File: config.mk
export PLATFORM = sky130hd
export DESIGN_NAME = sram_strobe_ctrl
export DESIGN_NICKNAME = d
export VERILOG_FILES = /design/src/rtl/sramc_pkg.sv /design/src/rtl/sramc_tcount.sv /design/src/rtl/sramc_seq.sv /design/src/rtl/sramc_iopath.sv /design/src/rtl/sram_strobe_ctrl.sv
export SDC_FILE = /design/constraint.sdc
export NUM_CORES = 1
export LEC_CHECK = 0
export BUFFER_PORTS_ARGS = -buffer_cell sky130_fd_sc_hd__buf_2
export CAP_MARGIN = 20
export CORE_MARGIN = 2
export CORE_UTILIZATION = 46
export DETAILED_ROUTE_END_ITERATION = 10
export PLACE_DENSITY = 0.76
export SYNTH_ARGS = -nofsm -noshare
export SYNTH_HDL_FRONTEND = slang
export SYNTH_SLANG_ARGS = --single-unit
export TNS_END_PERCENT = 10
File: constraint.sdc
create_clock -name clk -period 1.9 [get_ports clk]
set_input_delay 0.38 -clock clk [delete_from_list [all_inputs] [get_ports clk]]
set_output_delay 0.38 -clock clk [all_outputs]
set_load 0.02 [all_outputs]
File: src/rtl/sramc_pkg.sv
// Package: shared state type and the nanosecond-to-cycle helpers.
// Assumes all timing inputs are non-negative and the clock period is >= 1 ns.
package sramc_pkg;

    typedef enum logic [2:0] {
        ST_IDLE,
        ST_READ,
        ST_GAP,
        ST_WRITE,
        ST_HOLD
    } sram_st_e;

    // Round a delay up to whole clock cycles, never less than one.
    function automatic int ns_to_cyc(input int ns, input int clk_ns);
        int c;
        c = (ns + clk_ns - 1) / clk_ns;
        if (c < 1) c = 1;
        return c;
    endfunction

    function automatic int max2(input int a, input int b);
        return (a > b) ? a : b;
    endfunction

endpackage

File: src/rtl/sramc_tcount.sv
// Down-counter that times one strobe window.
// A load sets the length; done is high in the last cycle of the window.
// Assumes load_val >= 1.
module sramc_tcount #(
    parameter int CNT_W = 3
) (
    input  logic             clk,
    input  logic             rst_n,
    input  logic             load,
    input  logic [CNT_W-1:0] load_val,
    output logic             done
);

    logic [CNT_W-1:0] cnt;

    // Count the remaining cycles of the current window.
    always_ff @(posedge clk) begin
        if (!rst_n)
            cnt <= '0;
        else if (load)
            cnt <= load_val;
        else if (cnt != '0)
            cnt <= cnt - CNT_W'(1);
    end

    assign done = (cnt == CNT_W'(1));

endmodule

File: src/rtl/sramc_seq.sv
// Strobe sequencer: idle -> read window -> release gap, or
// idle -> write window -> data hold cycle. All strobe outputs are flops.
// Assumes the window lengths fit in CNT_W bits and are >= 1.
module sramc_seq
    import sramc_pkg::*;
#(
    parameter int RD_CYC  = 4,
    parameter int WR_CYC  = 4,
    parameter int GAP_CYC = 3,
    parameter int CNT_W   = 3
) (
    input  logic             clk,
    input  logic             rst_n,
    input  logic             req,
    input  logic             we,
    input  logic             cnt_done,
    output logic             ready,
    output logic             accept,
    output logic             capture,
    output logic             cnt_load,
    output logic [CNT_W-1:0] cnt_val,
    output logic             ce_n,
    output logic             oe_n,
    output logic             we_n,
    output logic             dq_oe,
    output logic             ack
);

    sram_st_e st;

    // Decode request acceptance and window ends from the state register.
    always_comb begin
        ready    = (st == ST_IDLE);
        accept   = ready && req;
        capture  = (st == ST_READ) && cnt_done;
        cnt_load = accept || capture;
        if (accept)
            cnt_val = we ? CNT_W'(WR_CYC) : CNT_W'(RD_CYC);
        else
            cnt_val = CNT_W'(GAP_CYC);
    end

    // Advance the state and register every strobe.
    always_ff @(posedge clk) begin
        if (!rst_n) begin
            st    <= ST_IDLE;
            ce_n  <= 1'b1;
            oe_n  <= 1'b1;
            we_n  <= 1'b1;
            dq_oe <= 1'b0;
            ack   <= 1'b0;
        end else begin
            ack <= 1'b0;
            unique case (st)
                ST_IDLE: begin
                    if (accept) begin
                        ce_n <= 1'b0;
                        if (we) begin
                            we_n  <= 1'b0;
                            dq_oe <= 1'b1;
                            st    <= ST_WRITE;
                        end else begin
                            oe_n <= 1'b0;
                            st   <= ST_READ;
                        end
                    end
                end
                ST_READ: begin
                    if (cnt_done) begin
                        ce_n <= 1'b1;
                        oe_n <= 1'b1;
                        ack  <= 1'b1;
                        st   <= ST_GAP;
                    end
                end
                ST_GAP: begin
                    if (cnt_done) st <= ST_IDLE;
                end
                ST_WRITE: begin
                    if (cnt_done) begin
                        ce_n <= 1'b1;
                        we_n <= 1'b1;
                        ack  <= 1'b1;
                        st   <= ST_HOLD;
                    end
                end
                ST_HOLD: begin
                    dq_oe <= 1'b0;
                    st    <= ST_IDLE;
                end
                default: st <= ST_IDLE;
            endcase
        end
    end

endmodule

File: src/rtl/sramc_iopath.sv
// Address, write-data and read-data registers.
// The address and write byte are loaded only on acceptance, so they are
// constant for the whole access. The read byte is captured at the end of
// the read window.
module sramc_iopath #(
    parameter int ADDR_W = 15,
    parameter int DATA_W = 8
) (
    input  logic              clk,
    input  logic              rst_n,
    input  logic              accept,
    input  logic              capture,
    input  logic [ADDR_W-1:0] host_addr,
    input  logic [DATA_W-1:0] host_wdata,
    input  logic [DATA_W-1:0] mem_dq_i,
    output logic [ADDR_W-1:0] mem_addr,
    output logic [DATA_W-1:0] mem_dq_o,
    output logic [DATA_W-1:0] host_rdata
);

    // Hold the request fields for the duration of the access.
    always_ff @(posedge clk) begin
        if (!rst_n) begin
            mem_addr <= '0;
            mem_dq_o <= '0;
        end else if (accept) begin
            mem_addr <= host_addr;
            mem_dq_o <= host_wdata;
        end
    end

    // Sample the memory's byte in the last read-window cycle.
    always_ff @(posedge clk) begin
        if (!rst_n)
            host_rdata <= '0;
        else if (capture)
            host_rdata <= mem_dq_i;
    end

endmodule

File: src/rtl/sram_strobe_ctrl.sv
// Top level: single-byte host port to an asynchronous SRAM.
// Converts the nanosecond timing parameters into cycle counts and
// wires the sequencer, window counter and data registers together.
// Assumes CLK_NS is the true clock period; the pad tristate is outside.
module sram_strobe_ctrl
    import sramc_pkg::*;
#(
    parameter int ADDR_W    = 15,
    parameter int DATA_W    = 8,
    parameter int CLK_NS    = 10,
    parameter int T_RC_NS   = 35,
    parameter int T_AA_NS   = 35,
    parameter int T_OE_NS   = 25,
    parameter int T_WC_NS   = 35,
    parameter int T_WP_NS   = 25,
    parameter int T_DW_NS   = 20,
    parameter int T_AW_NS   = 30,
    parameter int T_REL_NS  = 25
) (
    input  logic              clk,
    input  logic              rst_n,
    input  logic              host_req,
    input  logic              host_we,
    input  logic [ADDR_W-1:0] host_addr,
    input  logic [DATA_W-1:0] host_wdata,
    output logic              host_ready,
    output logic              host_ack,
    output logic [DATA_W-1:0] host_rdata,
    output logic [ADDR_W-1:0] mem_addr,
    output logic              mem_ce_n,
    output logic              mem_oe_n,
    output logic              mem_we_n,
    output logic [DATA_W-1:0] mem_dq_o,
    output logic              mem_dq_oe,
    input  logic [DATA_W-1:0] mem_dq_i
);

    localparam int RD_CYC  = max2(max2(ns_to_cyc(T_RC_NS, CLK_NS),
                                       ns_to_cyc(T_AA_NS, CLK_NS)),
                                  ns_to_cyc(T_OE_NS, CLK_NS));
    localparam int WR_CYC  = max2(max2(ns_to_cyc(T_WC_NS, CLK_NS),
                                       ns_to_cyc(T_WP_NS, CLK_NS)),
                                  max2(ns_to_cyc(T_DW_NS, CLK_NS),
                                       ns_to_cyc(T_AW_NS, CLK_NS)));
    localparam int GAP_CYC = ns_to_cyc(T_REL_NS, CLK_NS);
    localparam int MAX_CYC = max2(max2(RD_CYC, WR_CYC), GAP_CYC);
    localparam int CNT_W   = $clog2(MAX_CYC + 1);

    logic             accept;
    logic             capture;
    logic             cnt_load;
    logic [CNT_W-1:0] cnt_val;
    logic             cnt_done;

    sramc_seq #(
        .RD_CYC  (RD_CYC),
        .WR_CYC  (WR_CYC),
        .GAP_CYC (GAP_CYC),
        .CNT_W   (CNT_W)
    ) u_seq (
        .clk      (clk),
        .rst_n    (rst_n),
        .req      (host_req),
        .we       (host_we),
        .cnt_done (cnt_done),
        .ready    (host_ready),
        .accept   (accept),
        .capture  (capture),
        .cnt_load (cnt_load),
        .cnt_val  (cnt_val),
        .ce_n     (mem_ce_n),
        .oe_n     (mem_oe_n),
        .we_n     (mem_we_n),
        .dq_oe    (mem_dq_oe),
        .ack      (host_ack)
    );

    sramc_tcount #(
        .CNT_W (CNT_W)
    ) u_tcount (
        .clk      (clk),
        .rst_n    (rst_n),
        .load     (cnt_load),
        .load_val (cnt_val),
        .done     (cnt_done)
    );

    sramc_iopath #(
        .ADDR_W (ADDR_W),
        .DATA_W (DATA_W)
    ) u_iopath (
        .clk        (clk),
        .rst_n      (rst_n),
        .accept     (accept),
        .capture    (capture),
        .host_addr  (host_addr),
        .host_wdata (host_wdata),
        .mem_dq_i   (mem_dq_i),
        .mem_addr   (mem_addr),
        .mem_dq_o   (mem_dq_o),
        .host_rdata (host_rdata)
    );

endmodule

# After elaboration in Yosys (flattened, before gate mapping)
# Cells that the tools add are included.
dict set report classes {
  n_eq_ne 12
  muxes 22
  n_addsub 1
  reduce_logical 17
}
# operator n
set op_table {}
lappend op_table {{two-way mux 3 bit} 7}
lappend op_table {{case mux 3 bit (4 select lines)} 1}
lappend op_table {{AND reduction 4 bit} 3}
lappend op_table {{!= test 2 x 1 -> 1 bit, second input constant} 5}
lappend op_table {{nonzero test 2 bit} 5}
lappend op_table {{two-way mux 1 bit} 9}
lappend op_table {{case mux 1 bit (2 select lines)} 4}
lappend op_table {{equality test 3 x 1 -> 1 bit, second input constant} 2}
lappend op_table {{equality test 3 x 2 -> 1 bit, second input constant} 2}
lappend op_table {{AND reduction 3 bit} 2}
lappend op_table {{!= test 2 bit, second input constant} 2}
lappend op_table {{equality test 3 bit, second input constant} 1}
lappend op_table {{zero test 3 bit} 1}
lappend op_table {{nonzero test 3 bit} 1}
lappend op_table {{subtractor 3 x 1 -> 3 bit, second input constant} 1}
lappend op_table {{logical AND 1 bit} 2}
lappend op_table {{two-way mux 2 bit} 1}
lappend op_table {{AND reduction 2 bit} 1}
lappend op_table {{OR reduction 2 bit} 1}
lappend op_table {{logical OR 1 bit} 1}
dict set report totals {
  register_bits 42
  wordCells 62
  in_bits 35
}

# Depth between registers and ports, before layout
dict set report logic_depth {
  ltp_word 4
  depth_mapped 6
  mapped_depth_nobuf 5
}

# By module
# From an unflattened synthesis, not the netlist that was laid out.
dict set report unflattened {
  hier_cells 159
  area_unflattened_um2 1749.2
}
# module instances area_each_um2 seq_area_each_um2 cells_per_inst
set modules_own_cells {}
lappend modules_own_cells {sramc_iopath 1 1194.9 620.6 100}
lappend modules_own_cells {sramc_seq 1 334.1 160.2 36}
lappend modules_own_cells {sramc_tcount 1 220.2 60.1 23}

# Least setup slack after synthesis
# Ideal clock, no wire load.
dict set report synth_path {
  path_kind {flip-flop to flip-flop}
  from {register u_seq.st[1]}
  to {register u_iopath.mem_addr[0]}
  slack_ns 0.416
  setup_time_ns 0.132
  arrival_time_ns 1.351
  path_buffers 3
  stages_incl_launch_ff 7
  path_cell_list {dfxtp_1 -> buf_4 -> or4b_4 -> buf_6 -> buf_4 -> nand2_1 -> a21oi_1}
}
dict set report synth_via {
  elab_chain_len 2
}
# item line_no
set synth_rtl {}
lappend synth_rtl {{start, declared} sramc_seq.sv:29} ;# sram_st_e st;
lappend synth_rtl {{start signal, assigned} sramc_seq.sv:46} ;# st <= ST_IDLE;
lappend synth_rtl {{start signal, assigned} sramc_seq.sv:61} ;# st <= ST_WRITE;
lappend synth_rtl {{start signal, assigned} sramc_seq.sv:64} ;# st <= ST_READ;
lappend synth_rtl {{zero test 3 bit} sramc_seq.sv:33} ;# ready = (st == ST_IDLE);
lappend synth_rtl {{logical AND 1 bit} sramc_seq.sv:34} ;# accept = ready && req;
lappend synth_rtl {{end signal, assigned} sramc_iopath.sv:27} ;# mem_addr <= host_addr;
lappend synth_rtl {{end, declared} sramc_iopath.sv:16} ;# output logic [ADDR_W-1:0] mem_addr,
# Every way passes these cells.
# A chain may end at the register's enable or synchronous reset.

# Worst setup path in the final report
dict set report layout_path {
  from {register u_seq.st[1]}
  to {output host_ready}
}
dict set report layout_via {
  elab_chain_len 1
}
# item line_no
set layout_rtl {}
lappend layout_rtl {{zero test 3 bit} sramc_seq.sv:33}
lappend layout_rtl {{end, declared} sram_strobe_ctrl.sv:26} ;# output logic host_ready,
# Every way passes these cells.

==> summary.md <==
| Metric | Value |
|---|---|
| Outcome | completed |
| Flop pwr share | 0.462 |
| Vias in the first global route | ~1.3k |
| # setup viols final | 0 |
| Wire per inst | 11.1 um |
| Number of distinct library cells after synthesis | 32 |
| CTS tree | yes |
| Worst hold margin | 256 ps |
| Synth Flop Type | dfxtp_1 |
| Post-Syn Area per Cell | 8.85 um^2 |
| Cell Rows | 21 |
| Worst-path clk slew | 120 ps |
| IO buf count | 71 |
| Hpwl dp | 2360 um |
| Mapped Cells | 186 |
| Post-synth ARST share | 0 |
| Power share of the combinational group | 0.300 |
| Hold crit path type | primary input to flip-flop |
| Sw frac | 0.325 |
| Vias per inst | 4.86 |
| Switch Pwr | 0.751 mW |
| Unrepaired setup endpoints after global routing | false |
| Initial DRC count | 64 |
| Leakage | about 0.99 nW |
| Commonest non-fill, non-tap cell in the layout | buf_2 |
| Worst setup SP type | flip-flop |
| Die H | 63.8 um |
| Max-cap violations | 0 |
| Layout area overhead | 28.3% |
| Global placement routability congestion | 0.778 |
| CTS Buffer Depth | 2 |
| Reg2reg end | u_seq.ce_n |
| Diode count | 0 |
| Crit end category | output port |
| Clk root buf | clkbuf_4 |
| CP endpoint | host_ready |
| Layout cells sized above 1 | 0.339 |
| Die area | 4070 um^2 |
| Tcrit/Tclk final | 0.877 |
| Total wire length | 3370 um |
| Critical setup path kind | flip-flop to output port |
| Hold-fix buffers, CTS | 0 |
| DRC viols | 0 |
| Post-cts sizing count | 0 |
| Most frequent cells in the layout | 71 x buf_2, 63 x nand2_1, 42 x dfxtp_1 |
| Worst Path Arrival | 1290 ps |
| Final Hold Fails | 0 |
| Number of synthesized flops with an enable pin | 0 |
| Core Area | 3390 um^2 |
| Worst path required time | 1520 ps |
| Path depth of the worst reg2reg path | 2 |
| H-tree levels | 2 |
| Clock Skews | 11.1 ps |
| Vias | between 1k and 1.5k |
| Mapped cell area | 1650 um^2 |
| Pwr per Cell Area | about 1100 nW/um^2 |
| Initial antenna violation count | 0 |
| DR pass1 iterations | 4 |
| Worst-path fanout max | 9 |
| Crit. Startpoint | u_seq.st[1] |
| Post-Route Setup TNS | 0 ps |
| Global-route wire length before repair | 5420 um |
| Clock power share | 0.238 |
| Num CTS Buffers | 5 |
| Num ports | between 70 and 80 |
| Total gr overflow | 0 |
| Pre-CTS setup slack | 316 ps |
| Die X | 63.8 um |
| Ys Warns | 0 |
| GRT Overall Usage | 0.169 |
| Slew @ Worst Pin | 510 ps |
| Max VDD drop | about 0.66 mV |
| Max-slew headroom | 0.655 |
| Achievable Freq | 600 MHz |
| R2R Setup Slk | approximately 320 ps |
| Syn_nets | 224 |
| Final Net Count | roughly 290 |
| Share of the yosys chip area belonging to registers | 0.511 |
| Internal power | 1.56 mW |
| DP Cell Count | 295 |
| Post-synthesis register bit count | 42 |
| Slew Limit Fails | 0 |
| Setup Buffers After CTS | 0 |
| Minimum clock period | 1670 ps |
| Reg2Reg Launch Point | u_seq.st[0] |
| Final WS setup | approximately 230 ps |
| Post-route ant nets | 0 |
| Clk sink count | 42 |
| Layout Cells excl Fill | 303 |
| Initial Utilization | 0.485 |
| Skew-Pair Late Insertion Delay | 340 ps |
| Largest net degree at the start of global routing | 30 |
-- Yosys cell counts, types with 2 or more instances --
cell type	instances	area, um^2
ha_1	3	37.5
buf_2	3	15.0
nand2_1	63	236
inv_1	3	11.3
nand2b_1	3	18.8
dfxtp_1	42	841
a31oi_1	2	12.5
buf_4	2	15.0
nor4bb_1	2	20.0
nand3b_1	2	15.0
clkbuf_1	6	22.5
a21oi_1	26	130
mux2i_1	9	90.1
buf_6	2	22.5
-- how the worst min path moves through the flow --
stage                                end  cells after the start                  from
finish              u_iopath.mem_addr[3]                      3          host_addr[3]
global route        u_iopath.mem_addr[1]                      3          host_addr[1]
CTS                 u_iopath.mem_addr[8]                      3          host_addr[8]
detailed placement  u_iopath.mem_addr[6]                      2  u_iopath.mem_addr[6]
global placement    u_iopath.mem_dq_o[2]                      2  u_iopath.mem_dq_o[2]
floorplan                u_tcount.cnt[0]                      1       u_tcount.cnt[0]
-- worst max-delay path, stage by stage, from the launching register on --
cell and delay [ps]:
dfxtp_1 340, buf_4 170, nor3_1 220, buf_2 210
-- metrics by stage --
step,power (mW),area [um^2],utilization
floorplan,1.60,1650,-
global placement,1.77,2030,0.600
detailed placement,1.79,2030,0.600
CTS,2.33,2110,0.623
global route,2.46,2110,0.623
finish,2.31,2110,0.623
-- cell families (layout without fill, tap and decap cells) --
group / Yosys count / in the layout / synth area share
simple gates: 80 / 80 / 0.233
flops: 42 / 42 / 0.511
compound gates: 36 / 36 / 0.126
buf+inv: 16 / 87 / 0.0525
mux: 9 / 9 / 0.0548
fa+ha+maj: 3 / 3 / 0.0228
-- flip-flops by register name, summed over array words and instances, names as in the netlist --
signal               flops
u_tcount.cnt             3
u_seq.dq_oe              1
u_seq.we_n               1
u_seq.ce_n               1
u_seq.oe_n               1
u_iopath.mem_addr       15
u_seq.ack                1
u_seq.st                 3
u_iopath.host_rdata      8
u_iopath.mem_dq_o        8
-- power by group through the flow --
stage / Sequential, mW / Combinational, mW / Clock, mW
2_1_floorplan: 1.17 / 0.436 / 0
3_3_place_gp: 1.09 / 0.683 / 0
3_5_place_dp: 1.09 / 0.702 / 0
4_1_cts: 1.07 / 0.703 / 0.560
5_1_grt: 1.09 / 0.771 / 0.605
6_report: 1.07 / 0.694 / 0.550
-- routing by layer --
layer  wire, um  track usage  share of wire
met3        201       0.0528          0.060
met4         48       0.0707          0.014
met5          0            0              0
met1       1510        0.196           0.45
met2       1610        0.288           0.48
-- final cells by class --
class | count | area, um^2
Sequential cell | 42 | 841
Multi-Input combinational cell | 128 | 718
Clock buffer | 5 | 37.5
Timing Repair Buffer | 76 | 405
Inverter | 3 | 11.3
Clock inverter | 3 | 40.0
Tap cell | 46 | 57.6
Fill cell | 309 | 1280
Note: power is estimated with default switching activity, not from simulation.
